$ cat src/rtl/act_col_report.sv
module act_col_report #(
  parameter int NUM    = 16,
  parameter int IDX_W  = 4,
  parameter int AGE_W  = 7,
  parameter int LIM_W  = 6,
  parameter int RANK_W = 1,
  parameter int BANK_W = 3
) (
  input  logic                 clk,
  input  logic                 rst_n,
  input  logic                 col_i,
  input  logic [IDX_W-1:0]     idx_i,
  input  logic [RANK_W-1:0]    rank_i,
  input  logic [BANK_W-1:0]    bank_i,
  input  logic [NUM-1:0]       open_vec_i,
  input  logic [NUM*AGE_W-1:0] age_flat_i,
  input  logic [LIM_W-1:0]     lim_i,
  output logic                 viol_o,
  output logic [RANK_W-1:0]    viol_rank_o,
  output logic [BANK_W-1:0]    viol_bank_o,
  output logic [AGE_W-1:0]     viol_dist_o
);

  logic             sel_open;
  logic [AGE_W-1:0] sel_age;
  logic [AGE_W-1:0] lim_ext;
  logic             hit;

  logic             viol_q;
  logic [RANK_W-1:0] rank_q;
  logic [BANK_W-1:0] bank_q;
  logic [AGE_W-1:0]  dist_q;

  always_comb begin
    sel_open = open_vec_i[idx_i];
    sel_age  = age_flat_i[idx_i*AGE_W +: AGE_W];
    lim_ext  = {{(AGE_W-LIM_W){1'b0}}, lim_i};
    hit      = col_i && sel_open && (sel_age < lim_ext);
  end

  always_ff @(posedge clk or negedge rst_n) begin
    if (!rst_n) begin
      viol_q <= 1'b0;
      rank_q <= '0;
      bank_q <= '0;
      dist_q <= '0;
    end else begin
      viol_q <= hit;
      if (hit) begin
        rank_q <= rank_i;
        bank_q <= bank_i;
        dist_q <= sel_age;
      end
    end
  end

  assign viol_o      = viol_q;
  assign viol_rank_o = rank_q;
  assign viol_bank_o = bank_q;
  assign viol_dist_o = dist_q;

  assert_below_limit_R3: assert property (@(posedge clk) disable iff (!rst_n)
    viol_o |-> (viol_dist_o < {{(AGE_W-LIM_W){1'b0}}, $past(lim_i)}));

  assert_from_column_R3: assert property (@(posedge clk) disable iff (!rst_n)
    viol_o |-> ($past(col_i) && $past(sel_open)));

  assert_zero_limit_R6: assert property (@(posedge clk) disable iff (!rst_n)
    ($past(lim_i) == '0) |-> !viol_o);

  assert_fields_R7: assert property (@(posedge clk) disable iff (!rst_n)
    viol_o |-> ((viol_rank_o == $past(rank_i)) && (viol_bank_o == $past(bank_i))));

endmodule

$ cat config.mk
export PLATFORM = sky130hd
export DESIGN_NAME = act_col_report
export DESIGN_NICKNAME = d
export VERILOG_FILES = /design/src/rtl/act_col_report.sv
export SDC_FILE = /design/constraint.sdc
export NUM_CORES = 1
export LEC_CHECK = 0
export ABC_AREA = 1
export BUFFER_PORTS_ARGS = -buffer_cell sky130_fd_sc_hd__buf_4
export CORE_ASPECT_RATIO = 1.5
export CORE_MARGIN = 2
export CORE_UTILIZATION = 30
export CTS_CLUSTER_DIAMETER = 40
export CTS_CLUSTER_SIZE = 14
export DETAILED_ROUTE_END_ITERATION = 8
export PLACE_DENSITY = 0.62
export SLEW_MARGIN = 10
export SYNTH_ARGS = -nofsm -noshare
export SYNTH_HDL_FRONTEND = slang
export SYNTH_SLANG_ARGS = --single-unit
$ cat constraint.sdc
create_clock -name clk -period 0.8 [get_ports clk]
set_input_delay 0.16 -clock clk [delete_from_list [all_inputs] [get_ports clk]]
set_output_delay 0.16 -clock clk [all_outputs]
set_load 0.05 [all_outputs]
==> impl_summary.md, run 1 <==
Outcome
The run finished, with violations left. The final reports fail on negative setup slack.

Drt
Summed over all layers, the routed wires come to 9.314 mm. After the first detailed-routing iteration, the DRC count stood at 205. For this block, the via count after detailed routing is 3127. The wire length per cell after detailed routing is 15.14 um. The count of antenna-violating nets left after detailed routing is 0.

Using the TritonRoute via totals, the vias-per-cell ratio works out to 5.085. The number of optimization iterations in the first detailed-route pass is 5. In the routed design, unresolved DRC markers number 0.

STA
The headroom to the max-slew limit is 0.8219. The highest clock rate is 551.5 MHz. The count of final hold-check violations is 0. Setup repair after global routing could not meet its margin everywhere. The period utilization is 2.267. For the pin with the worst max-slew slack, the measured transition is 0.2643 ns. In the post-route analysis, the smallest setup slack over all paths is -1.013 ns.

The total of endpoints with negative setup slack in the final report is 24. The final-report max-slew violation count was 0. The routed design could run at a clock period as short as 1.813 ns. The final worst clock skew is 0 ns.

Setup path
The slowest stage of the critical path belongs to the cell sky130_fd_sc_hd__ha_4. The largest stage delay on the critical path is 0.27 ns. The signal on the critical path passes through buf_12 > buf_12 > o21ai_0 > o221ai_1 > o211ai_1 > nand2_1 > ha_4 > a21oi_4 > nor2_2 > nor2_4 > nand2_4 > nand2_1 > nand2_1. STA classifies the critical path startpoint as an input pin. The kind of end point of the critical path is a register. The top fanout value on the critical path is 13. The most common cell type on the critical path is sky130_fd_sc_hd__nand2_1. For the worst setup path, the data required time is 0.93 ns. The setup check on the worst reg-to-reg path leaves a slack of -0.06 ns. The worst setup path is of the input pin to register kind.

The signal arrival time at the worst endpoint is 1.94 ns.

Die
The area of the die is 0.006992 sq mm. Measured along the x axis, the die boundary spans 68.95 um. The placeable core region is 0.006131 sq mm. The initial core utilization is 0.3096. In this run the vertical extent of the chip is 101.4 um. The number of ports placed on the die boundary is 157. The floorplan has 35 rows.

Final layout
Summing all multi-input logic gate instances after layout gives 0.001503 sq mm. From synthesis to final layout, the design area changed by 111.5%. The number of antenna diodes is 0. Of the cells placed in the final design, the portion with a size suffix greater than 1 is 0.4806. The number of nets in the layout is 692. In the final layout, flip-flops and latches occupy 300.3 sq um. The final design utilization is 0.6547.

The layout has 539 filler cells.

Clock network
The root buffer cell chosen for the clock tree is sky130_fd_sc_hd__clkbuf_8. The number of H-tree levels is 1. TritonCTS built the clock tree. The number of sinks on the clock net is 12. The later-pin clock latency in the skew report is 0.24 ns. The number of buffers on the longest clock path is 2. The clock-pin slew on the worst setup and hold paths is 0.06 ns. The TritonCTS buffer count is 3.

Global route
The total overflow reported by the global router is 0. Across every metal layer, demand over resource in global routing totals 0.2596. The number of antenna violations at the first check in global routing is 0. The first global-routing pass estimated 13.83 mm of wire. Entering global routing, the biggest net connects 17 pins. The number of global-route vias before repair is 3027.

Power
The leakage power figure is 2.151 nW. In this run the power density over the cells is 1313 mW/mm^2. The worst-case IR drop observed on VDD is 0.0007527 V.

Synthesis
The fraction of the mapped netlist area in adder cells is 0.03296. The post-synthesis compound-gate area fraction is 0.2294. The count of yosys warnings during synthesis is 0. The post-synthesis cell count is 349. By area the synthesized netlist is led by sky130_fd_sc_hd__nand2_1 20%, sky130_fd_sc_hd__dfrtp_1 16%, sky130_fd_sc_hd__nand3_1 11%.

The fraction of synthesized area in multiplexers is 0. Among all flip-flop cells after synthesis, the most frequent one is sky130_fd_sc_hd__dfrtp_1. The simple-gate share of the synthesized area is 0.4225. The share of synthesized registers carrying an async set or reset is 1.000. After synthesis, the mean cell area works out to 5.439 sq um. The total of flip-flops plus latches after synthesis is 12.

The fraction of synthesized cell area taken by the top area cell type is 0.2037. The fraction of the yosys area taken by sequential cells is 0.1582. The post-synthesis xor/xnor area fraction is 0. sky130_fd_sc_hd__nand2_1 is the most common cell in the netlist. In this run, synthesis inferred 0 flip-flops with an integrated enable. The distinct cell type count after synthesis is 21.

The cell area that synthesis handed to floorplanning was 0.001898 sq mm. The number of nets handed over by synthesis was 499. The commonest cells after synthesis are 103 x sky130_fd_sc_hd__nand2_1, 46 x sky130_fd_sc_hd__nor2_1, 40 x sky130_fd_sc_hd__nand3_1, 40 x sky130_fd_sc_hd__o21ai_0, 37 x sky130_fd_sc_hd__inv_1. By area, the combinational part of the netlist is dominated by simple AND/OR/NAND/NOR gates. The largest total area in the synthesized netlist belongs to sky130_fd_sc_hd__nand2_1.

Placement
Timing analysis after detailed placement gives a worst setup slack of -1.424 ns. Detailed placement finished with a half-perimeter wire length of 6.529 mm. Routability-driven placement finished with a final weighted congestion of 0.8036. In this run the tool buffered the top-level ports with 156 buffer cells.

Worst hold path
The tightest min-delay check is of the input pin to register type.

Job
Max-cap violations in this run came to 0.
final cells by class:
| cell class | instances | area share |
|---|---|---|
| timing repair buffer | 213 | 0.4716 |
| multi-input combinational | 272 | 0.3744 |
| clock buffer | 4 | 0.01372 |
| sequential | 12 | 0.07481 |
| tap | 74 | 0.02307 |
| inverter | 40 | 0.04239 |
report_power, final:
group	switching [W]	total [W]	internal [W]	leakage (nW)
Clock	0.000238	0.000673	0.000436	0.0288
Combinational	0.00185	0.00363	0.00178	1.97
Sequential	0.000160	0.000970	0.000810	0.153
metal layers:
metal | global-route usage | vias up | part of all wire
met5 | 0 | - | 0
met4 | 0.09653 | 0 | 0.039
met3 | 0.03111 | 26 | 0.075
met2 | 0.4933 | 169 | 0.53
met1 | 0.2806 | 1392 | 0.36
li1 | - | 1540 | -
logic make-up (layout without fill, tap and decap cells):
kind of cell,Yosys count,count (layout)
simple gates,194,195
compound gates,72,72
buf+inv,66,257
flops,12,12
fa+ha+maj,5,5
worst max-delay path: cells and delay by family:
kind                     cells  cell delay, ns
AO/OA/AOI/OAI                4            0.59
adder cells (fa/ha/maj)      1            0.27
AND/OR/NAND/NOR              6            0.66
buffers and inverters        2            0.28
state kept, by name, indices dropped and copies added (netlist names):
name and count:
viol_o 1, viol_bank_o 3, viol_rank_o 1, viol_dist_o 7
worst paths after layout:
check | startpoint | to | cells past startpoint
worst max register to register | viol_dist_o[2] | viol_dist_o[2] | 4
worst min register to register | viol_rank_o | viol_rank_o | 2
worst max-delay path | idx_i[0] | viol_bank_o[1] | 13
min in group asynchronous | rst_n | viol_rank_o | 2
max in group asynchronous | rst_n | viol_bank_o[0] | 2
worst min-delay path | bank_i[2] | viol_bank_o[2] | 3
what timing repair did:
| action | 4_1_cts | 5_1_grt |
|---|---|---|
| hold buffers | 1 | 0 |
| cloned | 9 | 1 |
| setup buffers | 11 | 3 |
| resized for setup | 86 | 14 |
| pin swaps | 3 | 1 |
| endpoints found under the setup margin | 24 | 24 |
| hold endpoints to repair | 12 | 0 |
layout by cell type (no fill, tap or decap), types with 6 or more instances in the layout:
cell type | Yosys | layout
sky130_fd_sc_hd__o21ai_2 | 0 | 9
sky130_fd_sc_hd__nand3_1 | 40 | 38
sky130_fd_sc_hd__o21ai_1 | 1 | 17
sky130_fd_sc_hd__dfrtp_1 | 12 | 12
sky130_fd_sc_hd__buf_4 | 4 | 181
sky130_fd_sc_hd__buf_16 | 0 | 7
sky130_fd_sc_hd__nand2_1 | 103 | 97
sky130_fd_sc_hd__o21ai_0 | 40 | 13
sky130_fd_sc_hd__nor2_1 | 46 | 40
sky130_fd_sc_hd__o221ai_1 | 12 | 11
sky130_fd_sc_hd__buf_6 | 3 | 17
sky130_fd_sc_hd__buf_12 | 0 | 7
sky130_fd_sc_hd__o211ai_1 | 8 | 8
sky130_fd_sc_hd__inv_1 | 37 | 36
sky130_fd_sc_hd__nor2_2 | 2 | 6
through the flow:
step / TNS (ns) / instances / hold slack (ns) / cell area, sq um / total power, W
2_1_floorplan: -12.63 / 349 / -0.1356 / 1966 / 0.002495
3_3_place_gp: -16.11 / 586 / 0.004013 / 3343 / 0.003701
3_5_place_dp: -16.89 / 586 / 0.003308 / 3343 / 0.003727
4_1_cts: -12.99 / 611 / 0.1508 / 3926 / 0.005066
5_1_grt: -15.28 / 615 / 0.1641 / 4014 / 0.005568
6_report: -13.65 / 615 / 0.1542 / 4014 / 0.005269
(Power assumes the default switching activity.)
==> run 2: changes to the inputs <==
--- a/config.mk
+++ b/config.mk
@@ -5,15 +5,15 @@
 export SDC_FILE = /design/constraint.sdc
 export NUM_CORES = 1
 export LEC_CHECK = 0
-export ABC_AREA = 1
 export BUFFER_PORTS_ARGS = -buffer_cell sky130_fd_sc_hd__buf_4
+export CAP_MARGIN = 20
 export CORE_ASPECT_RATIO = 1.5
 export CORE_MARGIN = 2
 export CORE_UTILIZATION = 30
 export CTS_CLUSTER_DIAMETER = 40
 export CTS_CLUSTER_SIZE = 14
 export DETAILED_ROUTE_END_ITERATION = 8
-export PLACE_DENSITY = 0.62
+export PLACE_DENSITY = 0.65
 export SLEW_MARGIN = 10
 export SYNTH_ARGS = -nofsm -noshare
 export SYNTH_HDL_FRONTEND = slang
==> run 2 against run 1 <==
- the run still ends with negative setup slack left
- area after synthesis down 13%
- first-iteration DRC count decreased by 85%
- clock skew unchanged
- count of clock-buffer cells in the layout is the same
- wire length fell by 37%
- worst hold slack better by 0.0048 ns
- clock power is 4.3% lower
- sequential power grew 7%
- utilization decreased by 3.9 points
- die area down 12%
- global-route usage is 6.5 points lower
==> impl_summary.md, run 2 <==
Outcome
The run finished, with violations left. The checks that failed: negative setup slack.

Placement
The minimum setup slack after placement came to -2.540 ns (-1.116 ns). The placed standard-cell area is 0.002973 sq mm (-11%). The count of buffers inserted at the top-level ports is 156 (unchanged). The cell total after placement came to 350 (-40%). The global placement routability congestion is 0.7417 (-7.7%). The HPWL after detailed placement is 4.972 mm (-24%).

Setup path
The kind of critical path is input pin to register. The number of cell instances on the worst register-to-register path is 2 (-2). The internal reg-to-reg setup slack is -0.11 ns (-0.05 ns). The worst setup path is launched from an input pin. The top fanout value on the critical path came to 5 (-8). The signal arrival time at the worst endpoint is 2.87 ns (+0.93 ns). The endpoint of the worst register-to-register path is viol_dist_o[1]. The required arrival time at the worst endpoint is 0.92 ns (about the same). The kind of end point of the critical path is a register. The start of the worst register-to-register path is viol_dist_o[1].

Worst hold path
The worst hold path depth came to 2 (-1). The startpoint of the lowest-slack hold path is bank_i[1]. The destination of the worst hold path is viol_bank_o[1]. The worst min-delay path category is input pin to register.

Synthesis
sky130_fd_sc_hd__mux4_2 takes more of the synthesized area than any other cell. The post-synthesis net count is 275 (-45%). The share of synthesized registers carrying an async set or reset is 1.000 (unchanged). The most common cell in the synthesized netlist is sky130_fd_sc_hd__mux4_2. The number of synthesized flops with an enable pin is 0 (unchanged). Sorting the synthesized cells by area gives the leading types as sky130_fd_sc_hd__mux4_2 42%, sky130_fd_sc_hd__dfrtp_1 18%, sky130_fd_sc_hd__mux2i_1 10%. The commonest cells after synthesis are 31 x sky130_fd_sc_hd__mux4_2, 17 x sky130_fd_sc_hd__mux2i_1, 12 x sky130_fd_sc_hd__dfrtp_1. The count of yosys warnings during synthesis is 0 (unchanged). The post-synthesis average cell area was 13.22 sq um (+140%).

The post-synthesis cell count is 125 (-64%). The most common flop cell mapped by yosys is sky130_fd_sc_hd__dfrtp_1. The total of flip-flops plus latches after synthesis is 12 (unchanged).

The distinct cell type count after synthesis is 27 (+29%). The fraction of the yosys area taken by sequential cells was 0.1817 (+0.02347). The fraction of synthesized cell area taken by the top area cell type came to 0.4224 (+0.2187). The post-synth design cell area is 0.001653 sq mm (-13%).

STA
The final worst clock skew was 0 ns (unchanged). Setup repair after global routing could not meet its margin everywhere. The final-report max-slew violation count is 0 (unchanged). The final critical-path setup slack is -1.950 ns (-0.9363 ns). The aggregate negative setup slack is -24.32 ns (-10.67 ns).

The headroom to the max-slew limit is 0.8326 (+0.01067). The time the final worst path needs with I/O delays and setup came to 2.750 ns (+0.9363 ns). The count of final hold-check violations is 0 (unchanged). The highest clock rate is 363.7 MHz (-34%). The slew at the pin closest to its max-slew limit is 0.2502 ns (-0.01414 ns). The period utilization is 3.437 (+1.170).

The total of endpoints with negative setup slack in the final report is 24 (unchanged). The smallest hold slack is 0.1590 ns (+0.004799 ns).

Power
The leakage power figure is 1.607 nW (-25%). The switching component of the power is 0.002061 W (-8.1%). The worst voltage drop across the vdd grid is 0.0006240 V (-17%).

The part of the total power dissipated in the clock network is 0.118 (-0.010). The combinational share of power is 0.692 (+0.004). The switching share of power came to 0.3766 (-0.04916). The power density over the cells came to 1645 mW/mm^2 (+25%). The register share of total power is 0.191 (+0.007). The cell internal power dissipation came to 0.003412 W (+13%).

Die
The horizontal extent of the die is 64.61 um (-6.3%). The area of the die came to 0.006132 sq mm (-12%). The number of ports placed on the die boundary is 157 (unchanged).

The initial core utilization is 0.3056 (-0.004017). The placeable core region is 0.005409 sq mm (-12%). The die outline height is 94.91 um (-6.4%). The number of rows in the core area is 33 (-5.7%).

Final layout
The library cell used most frequently in the layout, excluding fill and tap cells, is sky130_fd_sc_hd__buf_4. In the layout the commonest cells are 166 x sky130_fd_sc_hd__buf_4, 31 x sky130_fd_sc_hd__mux4_2, 18 x sky130_fd_sc_hd__buf_6. The final-layout fill cell count is 453 (-16%). The number of nets in the layout came to 456 (-34%). The flip-flop count of the largest register after layout is 7 (unchanged). The area added between synthesis and finish is 101.4%. The sequential cell area is 300.3 sq um (unchanged).

The share of cells above drive strength 1 is 0.7770 (+0.2965). The post-route cell area is 0.003328 sq mm (-17%). The post-layout instance count excluding filler cells is 375 (-39%). The multi-input gate area in the final layout was 0.001325 sq mm (-12%).

The number of antenna diodes is 0 (unchanged).

Drt
The post-detailed-route DRC marker count came to 0 (unchanged). The post-detailed-routing wire length is 5.911 mm (-37%). The number of optimization iterations in the first detailed-route pass is 3 (-2). The average via count per standard cell is 4.971 (-2.2%). The count of antenna-violating nets left after detailed routing is 0 (unchanged). The total number of vias is 1864 (-40%). The iteration-0 DRC count of the detailed router came to 30 (-85%). The wire length per cell after detailed routing is 15.76 um (+4.1%).

Global route
The pin count of the biggest net entering global routing was 22 (+5). The overall routing resource usage is 0.1946 (-0.06499). The number of global-route vias before repair is 1997 (-34%). The total overflow reported by the global router is 0 (unchanged). The number of antenna violations at the first check in global routing is 0 (unchanged). The global-route wire length before repair is 9.280 mm (-33%).

Clock network
The number of buffers on the longest clock path is 2 (unchanged). The number of H-tree levels came to 1 (unchanged). The TritonCTS buffer count came to 3 (unchanged). The number of sinks on the clock net came to 12 (unchanged).

The root buffer selected by CTS is sky130_fd_sc_hd__clkbuf_8. The clock-pin slew on the worst setup and hold paths came to 0.05 ns (about the same). TritonCTS built the clock tree. The later-pin clock latency in the skew report was 0.23 ns (about the same).

Job
The max-capacitance violation count is 0 (unchanged).
-- run 2: cell count changes in the layout (fill, tap and decap cells not counted), sizes merged, moves of 8 or more --
cell / previous run / this run
o22ai: 8 / 0
o221ai: 12 / 0
nand3: 43 / 5
mux2: 0 / 9
buf: 212 / 187
inv: 39 / 5
nand2: 104 / 6
o211ai: 8 / 0
mux2i: 0 / 17
nor2: 48 / 4
o21ai: 41 / 1
mux4: 0 / 31
-- run 2: cell families after synthesis --
logic type | synth area share
DFF | 0.1817
muxes | 0.6048
AOI/OAI and AO/OA | 0.04239
and+or+nand+nor | 0.08326
adders and majority gates | 0.03785
buffers and inverters | 0.04996
-- run 2: layer usage --
metal,vias to the layer above,share of wire,track usage
met5,-,0,0
met4,0,0.0081,0.03546
met3,6,0.073,0.03099
met2,98,0.58,0.3837
met1,888,0.34,0.2179
li1,872,-,-
-- run 2: critical path, cell delays in order --
cell and delay, ns:
sky130_fd_sc_hd__buf_16 0.10, sky130_fd_sc_hd__mux4_2 0.49, sky130_fd_sc_hd__mux4_2 0.53, sky130_fd_sc_hd__ha_4 0.27, sky130_fd_sc_hd__nand2_1 0.05, sky130_fd_sc_hd__and4b_1 0.19
sky130_fd_sc_hd__o21ai_1 0.08, sky130_fd_sc_hd__a211o_1 0.33, sky130_fd_sc_hd__a31oi_4 0.21, sky130_fd_sc_hd__buf_6 0.17, sky130_fd_sc_hd__mux2_4 0.30
-- run 2: layout make-up --
| cell class | instances | share of cell area |
|---|---|---|
| Inverter | 5 | 0.005639 |
| Clock buffer | 4 | 0.01654 |
| Sequential cell | 12 | 0.09023 |
| Multi-Input combinational cell | 96 | 0.3981 |
| Tap cell | 70 | 0.02632 |
| Timing Repair Buffer | 188 | 0.4632 |
-- run 2: worst max-delay path by stage --
stage / start / to
2_1_floorplan: idx_i[0] / viol_bank_o[0]
3_3_place_gp: idx_i[0] / viol_dist_o[4]
3_5_place_dp: idx_i[0] / viol_rank_o
4_1_cts: idx_i[0] / viol_bank_o[1]
5_1_grt: idx_i[0] / viol_dist_o[1]
6_report: idx_i[0] / viol_dist_o[1]
-- run 2: per-stage QoR --
step	utilization	total power [W]
after floorplan	-	0.002953
after global placement	0.5496	0.004092
after detailed placement	0.5496	0.004135
after CTS	0.6213	0.005480
after global routing	0.6153	0.005757
final	0.6153	0.005473
-- run 2: what timing repair did --
| item | CTS | global route |
|---|---|---|
| gates resized for setup | 28 | 1 |
| hold endpoints to repair | 12 | 0 |
| gates cloned | 3 | 0 |
| endpoints found under the setup margin | 24 | 24 |
| pin swaps | 6 | 5 |
| buffers inserted | 17 | 3 |
| hold buffers | 1 | 0 |
-- run 2: power by group through the flow --
stage	clock network, W	logic [W]	registers [W]
2_1_floorplan	0	0.00103	0.00193
3_3_place_gp	0	0.00307	0.00102
3_5_place_dp	0	0.00310	0.00103
4_1_cts	0.000648	0.00379	0.00104
5_1_grt	0.000691	0.00400	0.00107
6_report	0.000644	0.00379	0.00104
